`src/rtl/nco_pkg.sv`:
```
package nco_pkg;

    localparam real TWO_PI = 6.283185307179586;

    // Rounded fixed-point sin/cos of the angle idx*2*pi/steps, scaled by scale
    function automatic int trig_code(input int idx, input int steps,
                                     input bit use_cos, input int scale);
        real ang;
        real v;
        ang = TWO_PI * real'(idx) / real'(steps);
        v   = use_cos ? $cos(ang) : $sin(ang);
        v   = v * real'(scale);
        return (v >= 0.0) ? $rtoi(v + 0.5) : -$rtoi(0.5 - v);
    endfunction

endpackage

```
`src/rtl/nco_dither_lfsr.sv`:
```
module nco_dither_lfsr #(
    parameter int          LFSR_W = 16,
    parameter logic [15:0] TAPS   = 16'hB400,
    parameter logic [15:0] SEED   = 16'hACE1,
    parameter int          OUT_W  = 4
) (
    input  logic             clk,
    input  logic             rst,
    output logic [OUT_W-1:0] dither_o
);
    logic [LFSR_W-1:0] state;

    // Galois form, shifting right; free running on every clock
    always_ff @(posedge clk) begin
        if (rst) begin
            state <= LFSR_W'(SEED);
        end else if (state[0]) begin
            state <= (state >> 1) ^ LFSR_W'(TAPS);
        end else begin
            state <= state >> 1;
        end
    end

    assign dither_o = state[OUT_W-1:0];

    assert_lfsr_nonzero_R7: assert property (@(posedge clk) disable iff (rst)
        state != '0);

endmodule

```
`src/rtl/nco_phase_acc.sv`:
```
module nco_phase_acc #(
    parameter int ACC_W    = 32,
    parameter int PH_W     = 12,
    parameter int DITHER_W = 4
) (
    input  logic                clk,
    input  logic                rst,
    input  logic                en,
    input  logic [ACC_W-1:0]    inc,
    input  logic [DITHER_W-1:0] dither,
    output logic [PH_W-1:0]     phase_o,
    output logic                vld_o
);
    // Dither lands directly below the retained phase bits
    localparam int SHIFT = ACC_W - PH_W - DITHER_W;

    logic [ACC_W-1:0] acc;
    logic [ACC_W-1:0] dithered;

    always_comb begin
        dithered = acc + (ACC_W'(dither) << SHIFT);
    end

    always_ff @(posedge clk) begin
        if (rst) begin
            acc     <= '0;
            phase_o <= '0;
            vld_o   <= 1'b0;
        end else if (en) begin
            acc     <= acc + inc;
            phase_o <= dithered[ACC_W-1 -: PH_W];
            vld_o   <= 1'b1;
        end
    end

    assert_acc_hold_R6: assert property (@(posedge clk) disable iff (rst)
        !$past(en) |-> $stable(acc));

endmodule

```
`src/rtl/nco_trig_tables.sv`:
```
module nco_trig_tables
    import nco_pkg::*;
#(
    parameter int PH_W     = 12,
    parameter int COARSE_W = 6,
    parameter int TBL_W    = 16
) (
    input  logic                    clk,
    input  logic                    rst,
    input  logic                    en,
    input  logic [PH_W-1:0]         phase_i,
    input  logic                    vld_i,
    output logic signed [TBL_W-1:0] sin_a,
    output logic signed [TBL_W-1:0] cos_a,
    output logic signed [TBL_W-1:0] sin_b,
    output logic signed [TBL_W-1:0] cos_b,
    output logic                    vld_o
);
    localparam int FINE_W = PH_W - COARSE_W;
    localparam int NC     = 1 << COARSE_W;
    localparam int NF     = 1 << FINE_W;
    localparam int NPH    = 1 << PH_W;
    localparam int SCALE  = 1 << (TBL_W - 2);

    logic signed [TBL_W-1:0] c_sin [NC];
    logic signed [TBL_W-1:0] c_cos [NC];
    logic signed [TBL_W-1:0] f_sin [NF];
    logic signed [TBL_W-1:0] f_cos [NF];

    // Coarse angles step by 2*pi/NC, fine angles by 2*pi/NPH
    for (genvar k = 0; k < NC; k++) begin : g_coarse
        assign c_sin[k] = TBL_W'(trig_code(k, NC, 1'b0, SCALE));
        assign c_cos[k] = TBL_W'(trig_code(k, NC, 1'b1, SCALE));
    end
    for (genvar j = 0; j < NF; j++) begin : g_fine
        assign f_sin[j] = TBL_W'(trig_code(j, NPH, 1'b0, SCALE));
        assign f_cos[j] = TBL_W'(trig_code(j, NPH, 1'b1, SCALE));
    end

    logic [COARSE_W-1:0] a_idx;
    logic [FINE_W-1:0]   b_idx;
    assign a_idx = phase_i[PH_W-1 -: COARSE_W];
    assign b_idx = phase_i[FINE_W-1:0];

    always_ff @(posedge clk) begin
        if (rst) begin
            sin_a <= '0;
            cos_a <= '0;
            sin_b <= '0;
            cos_b <= '0;
            vld_o <= 1'b0;
        end else if (en) begin
            sin_a <= c_sin[a_idx];
            cos_a <= c_cos[a_idx];
            sin_b <= f_sin[b_idx];
            cos_b <= f_cos[b_idx];
            vld_o <= vld_i;
        end
    end

endmodule

```
`src/rtl/nco_sin_combine.sv`:
```
module nco_sin_combine #(
    parameter int TBL_W = 16,
    parameter int OUT_W = 13
) (
    input  logic                    clk,
    input  logic                    rst,
    input  logic                    en,
    input  logic signed [TBL_W-1:0] sin_a,
    input  logic signed [TBL_W-1:0] cos_a,
    input  logic signed [TBL_W-1:0] sin_b,
    input  logic signed [TBL_W-1:0] cos_b,
    input  logic                    vld_i,
    output logic signed [OUT_W-1:0] sample_o,
    output logic                    valid_o
);
    localparam int PROD_W = 2 * TBL_W;
    localparam int SUM_W  = PROD_W + 1;
    localparam int FRAC   = 2 * (TBL_W - 2) - (OUT_W - 1);
    localparam logic signed [SUM_W-1:0] HALF = SUM_W'(1) << (FRAC - 1);
    localparam logic signed [SUM_W-1:0] MAXV = SUM_W'((1 << (OUT_W - 1)) - 1);
    localparam logic signed [SUM_W-1:0] MINV = -(SUM_W'(1) << (OUT_W - 1));

    logic signed [PROD_W-1:0] p_ab;
    logic signed [PROD_W-1:0] p_ba;
    logic                     v3;
    logic signed [SUM_W-1:0]  sum;
    logic signed [SUM_W-1:0]  rnd;
    logic signed [OUT_W-1:0]  clamped;

    always_ff @(posedge clk) begin
        if (rst) begin
            p_ab <= '0;
            p_ba <= '0;
            v3   <= 1'b0;
        end else if (en) begin
            p_ab <= PROD_W'(sin_a) * PROD_W'(cos_b);
            p_ba <= PROD_W'(cos_a) * PROD_W'(sin_b);
            v3   <= vld_i;
        end
    end

    always_comb begin
        sum = SUM_W'(p_ab) + SUM_W'(p_ba);
        rnd = (sum + HALF) >>> FRAC;
        if (rnd > MAXV) begin
            clamped = OUT_W'(MAXV);
        end else if (rnd < MINV) begin
            clamped = OUT_W'(MINV);
        end else begin
            clamped = OUT_W'(rnd);
        end
    end

    always_ff @(posedge clk) begin
        if (rst) begin
            sample_o <= '0;
            valid_o  <= 1'b0;
        end else begin
            valid_o <= en & v3;
            if (en) begin
                sample_o <= clamped;
            end
        end
    end

    assert_no_wrap_pos_R4: assert property (@(posedge clk) disable iff (rst)
        (en && v3 && sum > 0) |=> !sample_o[OUT_W-1]);

    assert_no_wrap_neg_R4: assert property (@(posedge clk) disable iff (rst)
        (en && v3 && sum < 0) |=> (sample_o[OUT_W-1] || sample_o == '0));

endmodule

```
`src/rtl/nco_dithered.sv`:
```
module nco_dithered #(
    parameter int ACC_W    = 32,
    parameter int PH_W     = 12,
    parameter int COARSE_W = 6,
    parameter int TBL_W    = 16,
    parameter int OUT_W    = 13,
    parameter int DITHER_W = 4
) (
    input  logic                    clk,
    input  logic                    rst,
    input  logic                    en_i,
    input  logic [ACC_W-1:0]        phase_inc_i,
    output logic signed [OUT_W-1:0] sample_o,
    output logic                    valid_o
);
    logic [DITHER_W-1:0]     dither;
    logic [PH_W-1:0]         phase_q;
    logic                    vld1;
    logic signed [TBL_W-1:0] sin_a;
    logic signed [TBL_W-1:0] cos_a;
    logic signed [TBL_W-1:0] sin_b;
    logic signed [TBL_W-1:0] cos_b;
    logic                    vld2;

    nco_dither_lfsr #(.OUT_W(DITHER_W)) u_lfsr (
        .clk      (clk),
        .rst      (rst),
        .dither_o (dither)
    );

    nco_phase_acc #(.ACC_W(ACC_W), .PH_W(PH_W), .DITHER_W(DITHER_W)) u_acc (
        .clk     (clk),
        .rst     (rst),
        .en      (en_i),
        .inc     (phase_inc_i),
        .dither  (dither),
        .phase_o (phase_q),
        .vld_o   (vld1)
    );

    nco_trig_tables #(.PH_W(PH_W), .COARSE_W(COARSE_W), .TBL_W(TBL_W)) u_tbl (
        .clk     (clk),
        .rst     (rst),
        .en      (en_i),
        .phase_i (phase_q),
        .vld_i   (vld1),
        .sin_a   (sin_a),
        .cos_a   (cos_a),
        .sin_b   (sin_b),
        .cos_b   (cos_b),
        .vld_o   (vld2)
    );

    nco_sin_combine #(.TBL_W(TBL_W), .OUT_W(OUT_W)) u_comb (
        .clk      (clk),
        .rst      (rst),
        .en       (en_i),
        .sin_a    (sin_a),
        .cos_a    (cos_a),
        .sin_b    (sin_b),
        .cos_b    (cos_b),
        .vld_i    (vld2),
        .sample_o (sample_o),
        .valid_o  (valid_o)
    );

    assert_valid_needs_en_R6: assert property (@(posedge clk) disable iff (rst)
        !$past(en_i) |-> !valid_o);

    assert_sample_hold_R6: assert property (@(posedge clk) disable iff (rst)
        !$past(en_i) |-> $stable(sample_o));

endmodule

```
`config.mk`:
```
export PLATFORM = sky130hd
export DESIGN_NAME = nco_dithered
export DESIGN_NICKNAME = d
export VERILOG_FILES = /design/src/rtl/nco_pkg.sv /design/src/rtl/nco_dither_lfsr.sv /design/src/rtl/nco_phase_acc.sv /design/src/rtl/nco_trig_tables.sv /design/src/rtl/nco_sin_combine.sv /design/src/rtl/nco_dithered.sv
export SDC_FILE = /design/constraint.sdc
export NUM_CORES = 2
export LEC_CHECK = 0
export CAP_MARGIN = 10
export CORE_ASPECT_RATIO = 0.9
export CORE_MARGIN = 10
export CORE_UTILIZATION = 55
export DETAILED_ROUTE_END_ITERATION = 6
export DONT_BUFFER_PORTS = 1
export GPL_ROUTABILITY_DRIVEN = 0
export GPL_TIMING_DRIVEN = 0
export HOLD_SLACK_MARGIN = 0.15
export PLACE_DENSITY = 0.75
export SYNTH_ARGS = -nofsm -noshare
export SYNTH_HDL_FRONTEND = slang
export SYNTH_SLANG_ARGS = --single-unit
```
`constraint.sdc`:
```
create_clock -name clk -period 12.9 [get_ports clk]
set_clock_uncertainty 0.1 [all_clocks]
set_input_delay 1.29 -clock clk [delete_from_list [all_inputs] [get_ports clk]]
set_output_delay 1.29 -clock clk [all_outputs]
set_load 0.02 [all_outputs]
```
==> out/summary.txt <==
Status = complete, but fails checks
R2R Setup Slk = 4910 ps
Cell family with most CP delay = adder cells
Final Max Slew Viols = 0
# Max-Cap Violations = 0
Synth Register Bits = 193
Initial Util = 0.558
Post-Syn Area = 0.0282 mm^2
PostCTS Resize Cnt = 0
Async set-or-reset flop fraction in the synthesized netlist = 0
Crit path launch = u_tbl.cos_b[13]$_SDFFE_PP0P_
Core Region = 0.0506 mm^2
Worst R2R Path Depth = 25
Worst setup endpoint = u_comb.p_ab[29]$_SDFFE_PP0P_
Postcts setup bufs = 0
RSZ-0062 raised after global routing = false
Worst EP required = 13,190 ps
Power Density = 82.2 mW/mm^2
Die Area = 0.0607 mm^2
Final std cell area, no fill = 0.0296 mm^2
Fin Hold WS = 314 ps
Most frequent CP cell = fa_1
1st-pass router iterations = 7
Iteration-0 DRC Markers = 3,357
ANT cells = 0
Int Power = 0.00135 W
Synthesized instance count = 3,374
Total Routed Length = 81.5 mm
Period minus WS final = 7990 ps
Vias in the first global route = 23.9k
Sw Pwr = 0.00108 W
DR vias = 24.2k
Vias per std cell = 5.91
Max Clk Rate = 125 MHz
DRC Markers = 19
Post-synth EDFFs = 0
Die Wd = 259 um
CP Capture Type = flip-flop
Fin. Hold Viols = 0
Crit share post-route = 0.619
Most used DFF post-synth = dfxtp_1
Critical Path AT = 8270 ps
Site Rows = 78
Final std cells w/o fill = 4,087
Multi-input gate area in the final layout = 0.0218 mm^2
Dpl cells = 4,054
Top cell type's share of synthesized area = 0.249
Sw Ratio = 0.445
Hold Path Class = reg -> reg
Crit-path slowest cell = fa_1
Leak = 14.6 nW
Worst Path Buf+Inv = 9
Max VDD drop = 0.000111 V
Nets = 4,077
TritonCTS buffer count = 17
First-pass GRT wire length = 131 mm
Netlist cell types = 74
Layout cells sized above 1 = 0.0229
Fillers = 4,656
Worst skew pair latency = 500 ps
WS Path Type = reg -> reg
WL/cell = 19.9 um
Worst-case clock buffer depth = 2
Yosys warns = 0
CTS clk-pin slew, worst paths = 90 ps
Seq/Total Area, Yosys = 0.137
Clk sink count = 193
Failing checks = design-rule violations
Layout area overhead = 5.09%
Final Setup Violations = 0
Initial antenna violation count = 3
RR Endpoint = u_comb.p_ab[29]$_SDFFE_PP0P_
Setup TNS = 0 ps
Syn Area/Cell = 8.36 um^2
Gr usage total = 0.272
Largest net degree at the start of global routing = 21
Clock Tree Root = clkbuf_16
RR Startpoint = u_tbl.cos_b[13]$_SDFFE_PP0P_
Worst slack, placed = 5060 ps
Routed Antenna Nets = 0
Area contributors post-synth = fa_1 (25%), dfxtp_1 (14%), ha_1 (13%), inv_1 (6.5%), and2_1 (5.4%)
Final HPWL DP = 65.3 mm
CTS tree = done
IO Pins = 49
Critical path depth = 25
Syn nets = 4,057
GRT overflow = 0
Worst Setup Start Kind = flip-flop
Final worst slack = 4910 ps
Max_slew headroom = 0.256
Reg area = 0.00386 mm^2
Worst Path Max Fanout = 10
Flop pwr share = 0.306
Synth area leader = fa_1
Number of port buffers = 0
Vert. Die Dim = 235 um
H-tree depth = 4
Tightest Pin Transition = 1100 ps
Power share of the combinational group = 0.469
CP peak stage delay = 510 ps
Clock power share = 0.225
CTS Hold Bufs = 0
Area post-placement = 0.0291 mm^2
-- sequential cells by signal (all words and copies together) (netlist names), 12 cells and up --
register,flops
u_lfsr.state,16
u_comb.p_ba,32
u_tbl.sin_a,16
u_comb.p_ab,32
u_acc.phase_o,12
u_tbl.cos_a,16
u_acc.acc,32
u_comb.sample_o,13
-- per-layer routing --
metal,part of all wire,up-vias,track usage
met2,0.44,1220,0.424
met3,0.11,256,0.0743
li1,-,11100,-
met5,0.00039,-,0
met4,0.039,4,0.0902
met1,0.41,11600,0.358
-- final cells by class --
cell class | instances | share of cell area
tap | 680 | 0.0287
timing repair buffer | 1 | 0.000169
multi-input combinational | 2510 | 0.736
clock inverter | 15 | 0.00523
inverter | 491 | 0.0622
sequential | 193 | 0.130
clock buffer | 17 | 0.0144
buffer | 180 | 0.0231
-- cell usage in the layout, fill, tap and decap left out, drive strengths merged, types with 7 or more instances in the layout --
cell type	count
a211oi	74
a21o	64
a21oi	196
a221oi	11
a311o	7
a311oi	12
a31oi	23
and2	242
and3	15
buf	29
clkbuf	169
clkinv	7
dfxtp	193
fa	351
ha	297
inv	496
mux2i	71
nand2	258
nand2b	15
nand3	43
nand4	11
nor2	273
nor2b	24
nor3	51
nor4b	8
o211ai	29
o21a	8
o21ai	139
o21bai	20
o311ai	13
o31ai	13
or2	15
xnor2	89
xor2	56
-- power by group through the flow --
stage	logic [W]	registers [W]	clock network, W
6_report	0.00114	0.000744	0.000548
5_1_grt	0.00128	0.000751	0.000576
4_1_cts	0.00112	0.000742	0.000555
3_5_place_dp	0.00111	0.000756	0
3_3_place_gp	0.00109	0.000754	0
2_1_floorplan	0.000836	0.000718	0
-- per-stage QoR --
| step | util | power, W |
|---|---|---|
| 2_1_floorplan | - | 0.00155 |
| 4_1_cts | 0.586 | 0.00242 |
| 5_1_grt | 0.586 | 0.00261 |
| 3_3_place_gp | 0.575 | 0.00185 |
| 6_report | 0.586 | 0.00243 |
| 3_5_place_dp | 0.575 | 0.00187 |
-- worst min-delay path by stage --
stage                                      from                     endpoint  slack, ps  cells after the start
global placement     u_lfsr.state[8]$_SDFF_PP0_   u_lfsr.state[7]$_SDFF_PP1_        300                      1
floorplan           u_lfsr.state[12]$_SDFF_PP0_  u_lfsr.state[11]$_SDFF_PP1_        290                      1
CTS                  u_lfsr.state[8]$_SDFF_PP0_   u_lfsr.state[7]$_SDFF_PP1_        320                      1
global route         u_lfsr.state[8]$_SDFF_PP0_   u_lfsr.state[7]$_SDFF_PP1_        340                      1
detailed placement   u_lfsr.state[8]$_SDFF_PP0_   u_lfsr.state[7]$_SDFF_PP1_        300                      1
finish               u_lfsr.state[8]$_SDFF_PP0_   u_lfsr.state[7]$_SDFF_PP1_        310                      1
-- logic make-up after synthesis --
group | Yosys count | synth area share
AO/OA/AOI/OAI | 659 | 0.151
XOR/XNOR | 145 | 0.0453
adder cells (fa/ha/maj) | 650 | 0.382
buffers and inverters | 671 | 0.0897
flip-flops | 193 | 0.137
multiplexers | 77 | 0.0276
AND/OR/NAND/NOR | 979 | 0.168
-- cell usage after synthesis (all sizes together) (15+ instances only) --
master,n
inv,487
a31oi,23
nand2b,15
buf,28
a211oi,74
mux2i,71
a21oi,196
dfxtp,193
and3,15
nor2b,24
a21o,64
nor2,273
nand3,43
xor2,56
o21bai,20
xnor2,89
clkbuf,152
nor3,51
o21ai,139
fa,351
ha,297
nand2,258
or2,15
o211ai,29
and2,242
Note: power is estimated with default switching activity, not from simulation.
